--- src/rtl/vtdc_pkg.sv ---
package vtdc_pkg;
   typedef enum logic {
      MODE_READOUT = 1'b0,
      MODE_RUN     = 1'b1
   } vtdc_mode_e;

   typedef enum logic {
      SRC_EXTERNAL = 1'b0,
      SRC_INTERNAL = 1'b1
   } vtdc_src_e;

   localparam int VTDC_MAX_STAGES = 256;
endpackage

--- src/rtl/vtdc_src_mux.sv ---
module vtdc_src_mux
   import vtdc_pkg::*;
(
   input  logic src_sel,
   input  logic ref_sel,
   input  logic int_start,
   input  logic stop_sense,
   input  logic stop_ref,
   input  logic ext_start,
   input  logic ext_stop,
   output logic line_start,
   output logic line_stop
);
   logic int_stop;

   // channel pick happens before the source pick, so the external path
   // never sees either comparator
   assign int_stop = ref_sel ? stop_ref : stop_sense;

   always_comb begin
      if (vtdc_src_e'(src_sel) == SRC_INTERNAL) begin
         line_start = int_start;
         line_stop  = int_stop;
      end else begin
         line_start = ext_start;
         line_stop  = ext_stop;
      end
   end
endmodule

--- src/rtl/vtdc_decode.sv ---
module vtdc_decode #(
   parameter int STAGES = 32,
   parameter int RES_PS = 30,
   parameter int IDX_W  = $clog2(STAGES + 1),
   parameter int TIME_W = IDX_W + $clog2(RES_PS + 1)
) (
   input  logic              clk,
   input  logic              rst_n,
   input  logic              load,
   input  logic [STAGES-1:0] stage_q,
   output logic [STAGES-1:0] cap_q,
   output logic              code_valid,
   output logic [IDX_W-1:0]  stage_idx,
   output logic [TIME_W-1:0] time_ps,
   output logic              overflow
);
   logic             pend_q;
   logic [IDX_W-1:0] ones;
   logic             all_ones;

   // capture register: stage vector frozen at the strobe
   always_ff @(posedge clk or negedge rst_n) begin
      if (!rst_n) begin
         cap_q  <= '0;
         pend_q <= 1'b0;
      end else begin
         pend_q <= load;
         if (load) cap_q <= stage_q;
      end
   end

   // ones count: equals the lowest-zero index for a clean vector and
   // absorbs a swapped pair at the transition
   always_comb begin
      ones = '0;
      for (int i = 0; i < STAGES; i++) ones = ones + IDX_W'(cap_q[i]);
   end

   assign all_ones = &cap_q;

   always_ff @(posedge clk or negedge rst_n) begin
      if (!rst_n) begin
         code_valid <= 1'b0;
         stage_idx  <= '0;
         time_ps    <= '0;
         overflow   <= 1'b0;
      end else begin
         code_valid <= pend_q;
         if (pend_q) begin
            stage_idx <= ones;
            time_ps   <= TIME_W'(ones) * TIME_W'(RES_PS);
            overflow  <= all_ones;
         end
      end
   end
endmodule

--- src/rtl/vtdc_serout.sv ---
module vtdc_serout
   import vtdc_pkg::*;
#(
   parameter int STAGES      = 32,
   parameter int SYNC_STAGES = 2,
   parameter int IDX_W       = $clog2(STAGES + 1),
   parameter int SEL_W       = $clog2(STAGES)
) (
   input  logic              clk,
   input  logic              rst_n,
   input  logic              run_mode,
   input  logic              dclk,
   input  logic [STAGES-1:0] cap_q,
   output logic              sdata,
   output logic              sdone
);
   logic [SYNC_STAGES-1:0] sync_q;
   logic                   prev_q;
   logic                   dclk_rise;
   logic [IDX_W-1:0]       cnt_q;
   logic                   in_readout;

   // data clock is asynchronous: bring it in through a flop chain
   generate
      for (genvar s = 0; s < SYNC_STAGES; s++) begin : g_sync
         if (s == 0) begin : g_first
            always_ff @(posedge clk or negedge rst_n)
               if (!rst_n) sync_q[0] <= 1'b0;
               else        sync_q[0] <= dclk;
         end else begin : g_next
            always_ff @(posedge clk or negedge rst_n)
               if (!rst_n) sync_q[s] <= 1'b0;
               else        sync_q[s] <= sync_q[s-1];
         end
      end
   endgenerate

   always_ff @(posedge clk or negedge rst_n)
      if (!rst_n) prev_q <= 1'b0;
      else        prev_q <= sync_q[SYNC_STAGES-1];

   assign dclk_rise  = sync_q[SYNC_STAGES-1] & ~prev_q;
   assign in_readout = (vtdc_mode_e'(run_mode) == MODE_READOUT);

   always_ff @(posedge clk or negedge rst_n) begin
      if (!rst_n) begin
         cnt_q <= '0;
         sdata <= 1'b0;
         sdone <= 1'b0;
      end else if (!in_readout) begin
         cnt_q <= '0;
         sdata <= 1'b0;
         sdone <= 1'b0;
      end else if (dclk_rise && (cnt_q < IDX_W'(STAGES))) begin
         sdata <= cap_q[cnt_q[SEL_W-1:0]];
         cnt_q <= cnt_q + 1'b1;
         sdone <= (cnt_q == IDX_W'(STAGES - 1));
      end
   end
endmodule

--- src/rtl/vtdc_readout.sv ---
module vtdc_readout
   import vtdc_pkg::*;
#(
   parameter int STAGES      = 32,
   parameter int RES_PS      = 30,
   parameter int SYNC_STAGES = 2,
   parameter int IDX_W       = $clog2(STAGES + 1),
   parameter int TIME_W      = IDX_W + $clog2(RES_PS + 1)
) (
   input  logic              clk,
   input  logic              rst_n,
   input  logic              run_mode,
   input  logic              int_src_en,
   input  logic              ref_sel,
   input  logic              int_start,
   input  logic              stop_sense,
   input  logic              stop_ref,
   input  logic              ext_start,
   input  logic              ext_stop,
   output logic              line_start,
   output logic              line_stop,
   input  logic [STAGES-1:0] stage_q,
   input  logic              cap_valid,
   output logic              code_valid,
   output logic [IDX_W-1:0]  stage_idx,
   output logic [TIME_W-1:0] time_ps,
   output logic              overflow,
   input  logic              dclk,
   output logic              sdata,
   output logic              sdone
);
   localparam int SEL_W = $clog2(STAGES);

   generate
      if (STAGES < 2 || STAGES > VTDC_MAX_STAGES) begin : g_bad_stages
         $error("vtdc_readout: STAGES out of range");
      end
      if (RES_PS < 1) begin : g_bad_res
         $error("vtdc_readout: RES_PS must be positive");
      end
      if (SYNC_STAGES < 1) begin : g_bad_sync
         $error("vtdc_readout: SYNC_STAGES must be at least 1");
      end
   endgenerate

   logic              load;
   logic [STAGES-1:0] cap_q;

   assign load = cap_valid && (vtdc_mode_e'(run_mode) == MODE_RUN);

   vtdc_src_mux u_src (
      .src_sel    (int_src_en),
      .ref_sel    (ref_sel),
      .int_start  (int_start),
      .stop_sense (stop_sense),
      .stop_ref   (stop_ref),
      .ext_start  (ext_start),
      .ext_stop   (ext_stop),
      .line_start (line_start),
      .line_stop  (line_stop)
   );

   vtdc_decode #(
      .STAGES (STAGES),
      .RES_PS (RES_PS),
      .IDX_W  (IDX_W),
      .TIME_W (TIME_W)
   ) u_dec (
      .clk        (clk),
      .rst_n      (rst_n),
      .load       (load),
      .stage_q    (stage_q),
      .cap_q      (cap_q),
      .code_valid (code_valid),
      .stage_idx  (stage_idx),
      .time_ps    (time_ps),
      .overflow   (overflow)
   );

   vtdc_serout #(
      .STAGES      (STAGES),
      .SYNC_STAGES (SYNC_STAGES),
      .IDX_W       (IDX_W),
      .SEL_W       (SEL_W)
   ) u_ser (
      .clk      (clk),
      .rst_n    (rst_n),
      .run_mode (run_mode),
      .dclk     (dclk),
      .cap_q    (cap_q),
      .sdata    (sdata),
      .sdone    (sdone)
   );
endmodule

--- config.mk ---
export PLATFORM = sky130hd
export DESIGN_NAME = vtdc_readout
export DESIGN_NICKNAME = d
export VERILOG_FILES = /design/src/rtl/vtdc_pkg.sv /design/src/rtl/vtdc_src_mux.sv /design/src/rtl/vtdc_decode.sv /design/src/rtl/vtdc_serout.sv /design/src/rtl/vtdc_readout.sv
export SDC_FILE = /design/constraint.sdc
export NUM_CORES = 1
export LEC_CHECK = 0
export BUFFER_PORTS_ARGS = -buffer_cell sky130_fd_sc_hd__buf_4
export CAP_MARGIN = 20
export CORE_MARGIN = 2
export CORE_UTILIZATION = 57
export CTS_CLUSTER_DIAMETER = 60
export CTS_CLUSTER_SIZE = 14
export DETAILED_ROUTE_END_ITERATION = 7
export PLACE_DENSITY = 0.78
export SKIP_CTS_REPAIR_TIMING = 1
export SLEW_MARGIN = 40
export SYNTH_ARGS = -nofsm -noshare
export SYNTH_HDL_FRONTEND = slang
export SYNTH_SLANG_ARGS = --single-unit
--- constraint.sdc ---
create_clock -name clk -period 8.3 [get_ports clk]
set_clock_uncertainty 0.2 [all_clocks]
set_input_delay 1.66 -clock clk [delete_from_list [all_inputs] [get_ports clk]]
set_output_delay 1.66 -clock clk [all_outputs]
set_load 0.01 [all_outputs]
# == Word-level counts from Yosys, hierarchy flattened ==
# Index checks and enable logic that the tools add are counted.
# word_totals
ff_bits,62
input_bits,44
out_inout_bits,23
# classes
n_addsub,32
n_mul,1
n_lt_le_gt_ge,2
eq_ne,1
mux,11
n_bitwise,2
reduce_logical,4
# ops
cell,count
$add 6x1->6,30
$reduce_and 32->1,1
$mux 6,2
$mul 6x4->10 const B,1
$mux 1,8
$add 6x1->6 const B,1
$eq 6x5->1 const B,1
$lt 5x6->1 const B,1
$lt 6x6->1 const B,1
$bmux 1 s5,1
$add 1x1->2,1
$logic_and 1x1->1,2
$reduce_bool 2->1,1
$and 1x1->1,1
$not 1->1,1

# == Logic depth before layout (Yosys ltp) ==
# Gate-level depths: netlist of the first run.
# depth
depth_word,32
ltp_mapped,27

# == By module ==
# Synthesis of the first run repeated with hierarchy kept, for this count alone.
# hier_totals
hier_cells,351
hier_area_um2,4086.4
# by_module_without_submodules
module,instances,cells_each,area_per_inst_um2,seq_area_each_um2
vtdc_decode,1,282,3298.2,1251.2
vtdc_serout,1,64,748.2,275.3
vtdc_src_mux,1,4,33.8,0.0
vtdc_readout,1,1,6.3,0.0

# == Worst setup path after synthesis of the first run ==
# No wires, ideal clock.
# synth_path
path_kind,flip-flop to flip-flop
start,register u_dec.cap_q[0]
end,register u_dec.time_ps[9]
setup_time_ns,0.104
arrival_time_ns,7.202
required_ns,7.996
slack_ns,0.794
path_stages_with_launch,20
synth_period_minus_slack_ns,7.506
path_cell_list,dfrtp_1 > ha_1 > inv_1 > fa_1 > fa_1 > fa_1 > fa_1 > fa_1 > fa_1 > fa_1 > fa_1 > xnor2_1 > fa_1 > fa_1 > fa_1 > a21o_1 > a21oi_1 > o21ai_1 > a2111o_1 > o311ai_1
# synth_between
elab_chain_cells,32
# synth_lines
element,line,text
start: declaration,vtdc_decode.sv:11,"output logic [STAGES-1:0] cap_q,"
start signal: assignment,vtdc_decode.sv:28,if (load) cap_q <= stage_q;
$add 1x1->2,vtdc_decode.sv:36,for (int i = 0; i < STAGES; i++) ones = ones + IDX_W'(cap_q[i]);
$add 6x1->6 (30 in series),vtdc_decode.sv:36,
via u_dec.ones[2],vtdc_decode.sv:18,logic [IDX_W-1:0] ones;
$mul 6x4->10,vtdc_decode.sv:51,time_ps <= TIME_W'(ones) * TIME_W'(RES_PS);
end signal: assignment,vtdc_decode.sv:51,
end: declaration,vtdc_decode.sv:14,"output logic [TIME_W-1:0] time_ps,"
# The timed path passes the listed nets, and every way through them passes these cells.
# A chain may end at the register's enable or synchronous reset.

# == Final worst setup path of the first run ==
# layout_path
start,register u_dec.cap_q[0]
end,register u_dec.time_ps[10]
# Same word-level chain as after synthesis.

==> results.md, run 1 <==
* Status: complete, no violations
* Chip Width at 88.3 µm
* Hold Crit Class: reg2reg
* Yosys warning count at 0
* Aggregate routed wire length at 8420 µm
* Final Slew Violations at 0
* Inserted Clock Buffers at 9
* Synth async-reset ratio at 100%
* Rows at 30
* Area of the multi-input gates at 2200 µm²
* Setup-failing EPs final at 0
* Syn Area/Cell at 11.1 µm²
* Layout cells sized above 1 at 27.1%
* Synthesized Nets at 462
* FF/Latch Area at 1530 µm²
* Worst-path cell chain: ha_1 -> inv_1 -> fa_1 -> fa_1 -> fa_1 -> fa_1 -> fa_1 -> fa_1 -> fa_1 -> fa_1 -> xnor2_1 -> buf_4 -> fa_1 -> fa_1 -> ha_1 -> a21o_1 -> a21o_1 -> a2111oi_2 -> nor3_1 -> nand4b_1
* Unrepaired setup endpoints after global routing: no
* Synth cell types at 53
* Fin. Hold Viols at 0
* CTS tree: yes
* EDFF count, synth at 0
* Antenna cells at 0
* Port Buf Inserts at 65
* Post-layout min period at 7.63 ns
* NumNets Final at 524
* WP data arrival at 7.64 ns
* Post-Layout Cell Count at 527
* Seq/Total Area, Yosys at 37.7%
* Max-cap violations at 0
* Slew @ Worst Pin at 0.779 ns
* Setup TNS at 0 ns
* Clock buffer depth at 2
* Htree depth at 3
* Die area at 7790 µm²
* Die height at 88.3 µm
* Reg clk slew, reported paths at 0.07 ns
* Flops & latches, synth at 61
* WP data required at 8.31 ns
* First drt pass iteration count at 4
* Starting Density at 59.3%
* Critical Path Fanout Max at 7
* Most frequent CP cell: fa_1
* I/O pin cnt at 67
* Initial antenna violation count at 0
* Tcrit/Tclk final at 92.0%
* Final antenna-violating net count at 0
* Num Clock Sinks at 61
* Synth-to-Final Area Change at 18.7%
* Cells after Synth at 365
* Crit start category: flop
* Synth Cell Area at 4050 µm²
* GPL Wtd Cong at 0.870
* Top_reg_cell synth: dfrtp_1
* GRT Total Usage at 24.1%
* Via count at 2,884
* Largest net degree at the start of global routing at 62
* CTS root buf: clkbuf_8
* CORE AREA at 6830 µm²
* Slew HR at 48.1%
* Fillers at 547
* Vias in the first global route at 2,920
* Critical path class: reg2reg
* HPWL after DPL at 6310 µm
* Max Freq at 131 MHz
* Worst-Skew Late Latency at 0.34 ns
* WL/cell at 16.0 µm
* Critical path's slowest cell: fa_1
* Worst path max stage delay at 0.59 ns
* Placed insts at 512
* Grt total ovfl at 0
* First-pass GRT wire length at 14,100 µm
* DR DRC count at 0
* Initial drt markers at 123
* Drt via density at 5.47
* Crit. End Element: flop
==> area by class of cell <==
type | count | area share [%]
repair buffers | 66 | 10.4
multi-input cells | 227 | 45.8
flip-flops and latches | 61 | 31.8
clock inverters | 3 | 1.43
clock buffers | 12 | 3.23
well taps | 96 | 2.50
inverters | 62 | 4.87
==> state kept, by name, indices dropped and copies added (netlist names) <==
| signal | count |
|---|---|
| u_ser.sdone | 1 |
| u_dec.stage_idx | 6 |
| u_ser.sync_q | 2 |
| u_ser.sdata | 1 |
| u_dec.pend_q | 1 |
| u_ser.prev_q | 1 |
| u_dec.code_valid | 1 |
| u_dec.time_ps | 9 |
| u_dec.overflow | 1 |
| u_ser.cnt_q | 6 |
| u_dec.cap_q | 32 |
==> synthesized netlist by cell type (2+ instances only) <==
master     number  area, µm²
buf_2           3       15.0
nor2_1         13       48.8
buf_4           3       22.5
xor2_1          2       17.5
inv_1          60        225
ha_1           24        300
a21o_1          5       37.5
nor4_1          4       25.0
nand4_1         9       56.3
o2111ai_1       2       17.5
clkbuf_1        6       22.5
nor2b_1         4       25.0
o21ai_0        22        110
buf_6           2       22.5
o21ai_1         2       10.0
mux4_1          4        105
a22o_1          2       17.5
mux4_2          4       90.1
dfrtp_1        61       1530
fa_1           29        581
nand3_1         7       35.0
mux2_2         22        248
mux2i_1         2       20.0
nand2_1        31        116
a21oi_1         7       35.0
xnor2_1         8       70.1
==> cells in the final DEF, fill, tap and decap left out, drive strengths merged, types with 4 or more instances in the layout <==
cell type  count
buf           66
dfrtp         61
inv           61
nand2         31
fa            29
o21ai         25
ha            24
mux2          22
nor2          14
clkbuf        12
nand4          9
xnor2          9
mux4           8
a21oi          7
nand3          7
a21o           5
nor2b          4
nor4           4
==> through the flow <==
step                hold WS, ns  instance area, µm²  util, %  setup WS, ns
finish                    0.152                4810     70.4         0.665
global route              0.156                4810     70.4         0.334
CTS                       0.153                4800     70.3         0.669
detailed placement        0.137                4580     67.0         0.681
global placement          0.136                4580     67.0         0.888
floorplan                 0.131                4050        -         0.794
==> cells by family after synthesis <==
| family | count (synthesis) | share of synthesized area (%) |
|---|---|---|
| AO/OA/AOI/OAI | 50 | 7.94 |
| XOR/XNOR | 12 | 3.40 |
| adder cells (fa/ha/maj) | 54 | 22.0 |
| buffers and inverters | 77 | 7.88 |
| flip-flops | 61 | 37.7 |
| multiplexers | 32 | 11.4 |
| other | 1 | 0.0926 |
| AND/OR/NAND/NOR | 78 | 9.52 |
==> path summary, 6_finish.rpt <==
path | start | slack (ns) | endpoint | cells after the start
worst max-delay path | u_dec.cap_q[0] | 0.67 | u_dec.time_ps[10] | 20
worst min-delay path | u_ser.sync_q[0] | 0.15 | u_ser.sync_q[1] | 0
worst max register to register | u_dec.cap_q[0] | 0.67 | u_dec.time_ps[10] | 20
worst min register to register | u_ser.sync_q[0] | 0.15 | u_ser.sync_q[1] | 0
max in group asynchronous | rst_n | 6.41 | u_dec.stage_idx[2] | 1
min in group asynchronous | rst_n | 1.08 | u_dec.time_ps[8] | 1
==> routing by layer <==
metal / wire length (µm) / vias to the layer above / track usage (%) / share of wire [%]
met4: 189 / 0 / 10.3 / 2.2
met1: 3700 / 1435 / 33.9 / 44
met2: 4080 / 87 / 37.7 / 48
met5: 0 / - / 0 / 0
met3: 458 / 19 / 4.01 / 5.4
li1: - / 1343 / - / -
==> critical path: cells and delay by family (launching register included) <==
kind / cells / cell delay, ns
fa+ha+maj: 12 / 5.35
compound gates: 3 / 0.85
flops: 1 / 0.40
simple gates: 2 / 0.33
buf+inv: 2 / 0.24
xor+xnor: 1 / 0.15
Power of run 1 is not shown: default switching activity piles up to over one toggle a cycle in this logic, so the estimate is an artifact.
==> run 2: changes to the inputs <==
--- a/config.mk
+++ b/config.mk
@@ -5,6 +5,7 @@
 export SDC_FILE = /design/constraint.sdc
 export NUM_CORES = 1
 export LEC_CHECK = 0
+export ABC_AREA = 1
 export BUFFER_PORTS_ARGS = -buffer_cell sky130_fd_sc_hd__buf_4
 export CAP_MARGIN = 20
 export CORE_MARGIN = 2
@@ -12,6 +13,7 @@
 export CTS_CLUSTER_DIAMETER = 60
 export CTS_CLUSTER_SIZE = 14
 export DETAILED_ROUTE_END_ITERATION = 7
+export GPL_TIMING_DRIVEN = 0
 export PLACE_DENSITY = 0.78
 export SKIP_CTS_REPAIR_TIMING = 1
 export SLEW_MARGIN = 40
==> results.md, run 2 <==
* Critical path's slowest cell: fa_1
* Worst path max stage delay at 0.55 ns
* GRT Total Usage at 27.7%
* Tcrit/Tclk final at 91.9%
* Hold Crit Class: reg2reg
* Chip Width at 88.3 µm
* Syn Area/Cell at 8.37 µm²
* Initial antenna violation count at 0
* Flops & latches, synth at 61
* Area leader, netlist: dfrtp_1
* Layout cells sized above 1 at 17.3%
* NumNets Final at 657
* First drt pass iteration count at 4
* Synth cell count leaders: nand2_1 (152), inv_1 (76), dfrtp_1 (61), o21ai_0 (34), nand3_1 (32)
* GPL Wtd Cong at 0.900
* Via count at 3,389
* FF/Latch Area at 1530 µm²
* Top reg by flops: u_dec.cap_q
* Rows at 30
* Final Cell Area at 4880 µm²
* Critical path class: reg2reg
* Synth cell types at 30
* Commonest non-fill, non-tap cell in the layout: nand2_1
* EDFF count, synth at 0
* Port Buf Inserts at 65
* Die area at 7800 µm²
* Inserted Clock Buffers at 9
* WL/cell at 14.3 µm
* Commonest non-fill, non-tap cells in the layout: nand2_1 (152), inv_1 (76), buf_4 (69), dfrtp_1 (61), o21ai_0 (34)
* Antenna cells at 0
* Max-cap violations at 0
* DP Area at 4660 µm²
* Unrepaired setup endpoints after global routing: no
* Crit. End Element: flop
* Initial drt markers at 168
* Htree depth at 3
* Fillers at 564
* Setup TNS at 0 ns
* I/O pin cnt at 67
* Synthesized Nets at 581
* Final Slew Violations at 0
* Post-layout min period at 7.63 ns
* Largest net degree at the start of global routing at 62
* Largest registers: u_dec.cap_q: 32 flops, u_dec.time_ps: 9 flops
* Area of the multi-input gates at 2150 µm²
* CTS root buf: clkbuf_8
* Top_reg_cell synth: dfrtp_1
* Die height at 88.3 µm
* Seq/Total Area, Yosys at 37.7%
* CTS tree: yes
* Worst-Skew Late Latency at 0.35 ns
* Slew HR at 59.4%
* Synth async-reset ratio at 100%
* Yosys warning count at 0
* Vias in the first global route at 3,528
* Synth Cell Area at 4050 µm²
* HPWL after DPL at 7280 µm
* Aggregate routed wire length at 9450 µm
* R2R setup slack at 0.67 ns
* Fin. Hold Viols at 0
* WP data required at 8.34 ns
* Max Freq at 131 MHz
* First-pass GRT wire length at 16,400 µm
* WP data arrival at 7.67 ns
* Synth top area cells: dfrtp_1 (38%), fa_1 (14%), nand2_1 (14%)
* DR DRC count at 0
* Most frequent cell after synthesis: nand2_1
* Final antenna-violating net count at 0
* Synth-to-Final Area Change at 20.4%
* Num Clock Sinks at 61
* Crit start category: flop
* Slew @ Worst Pin at 0.605 ns
* Setup-failing EPs final at 0
* Cells after Synth at 484
* Status: complete, no violations
* Area fraction of the dominant cell type after synthesis at 37.7%
* CORE AREA at 6830 µm²
* Most frequent CP cell: fa_1
* Reg clk slew, reported paths at 0.07 ns
* Critical Path Fanout Max at 6
* Fin Hold WS at 0.171 ns
* Max FFs per register at 32
* Drt via density at 5.13
* Starting Density at 59.3%
* Clock buffer depth at 2
* Grt total ovfl at 0
-- run 2: final timing paths --
path / startpoint / end / depth (start not counted)
setup / recovery: u_dec.cap_q[0] / u_dec.time_ps[8] / 25
min in group asynchronous: rst_n / u_dec.cap_q[26] / 1
max in group asynchronous: rst_n / u_dec.time_ps[5] / 1
setup reg to reg: u_dec.cap_q[0] / u_dec.time_ps[8] / 25
hold / removal: u_ser.sync_q[0] / u_ser.sync_q[1] / 0
hold reg to reg: u_ser.sync_q[0] / u_ser.sync_q[1] / 0
-- run 2: per-stage QoR --
stage,utilization (%),std cells,setup WS [ns]
3_3_place_gp,68.2,645,0.720
5_1_grt,71.4,661,0.189
3_5_place_dp,68.2,645,0.716
4_1_cts,71.4,661,0.645
6_report,71.4,661,0.674
2_1_floorplan,-,484,1.19
-- run 2: layout make-up --
cell class                 instances  share of cell area (%)
buffer                            15                    1.67
sequential                        61                    31.3
multi-input combinational        329                    44.0
timing repair buffer              65                    10.1
inverter                          79                    6.08
clock inverter                     6                    1.80
clock buffer                      10                    2.62
tap                               96                    2.46
-- run 2: worst max-delay path: cells and delay by family (launching register included) --
family          cells  cell delay (ns)
flops               1             0.40
fa+ha+maj          12             5.13
buf+inv             3             0.28
simple gates        7             0.73
compound gates      2             0.24
xor+xnor            1             0.53
-- run 2: kinds of logic (layout without fill, tap and decap cells) --
kind of cell | after synthesis | after routing | share of synthesized area (%)
other cells | 1 | 1 | 0.0926
fa+ha+maj | 53 | 53 | 21.7
flops | 61 | 61 | 37.7
compound gates | 55 | 55 | 7.26
xor+xnor | 7 | 7 | 1.70
buf+inv | 94 | 175 | 9.33
simple gates | 212 | 212 | 21.9
mux | 1 | 1 | 0.278
-- run 2: routing by layer --
metal	wire length, µm	share of wire, %	up-vias	GRT usage [%]
li1	-	-	1665	-
met1	3970	42	1643	35.8
met2	4960	53	65	47.6
met3	336	3.6	16	3.82
met4	178	1.9	0	10.6
met5	0	0	-	0
Power of run 2 is left out for the same reason.
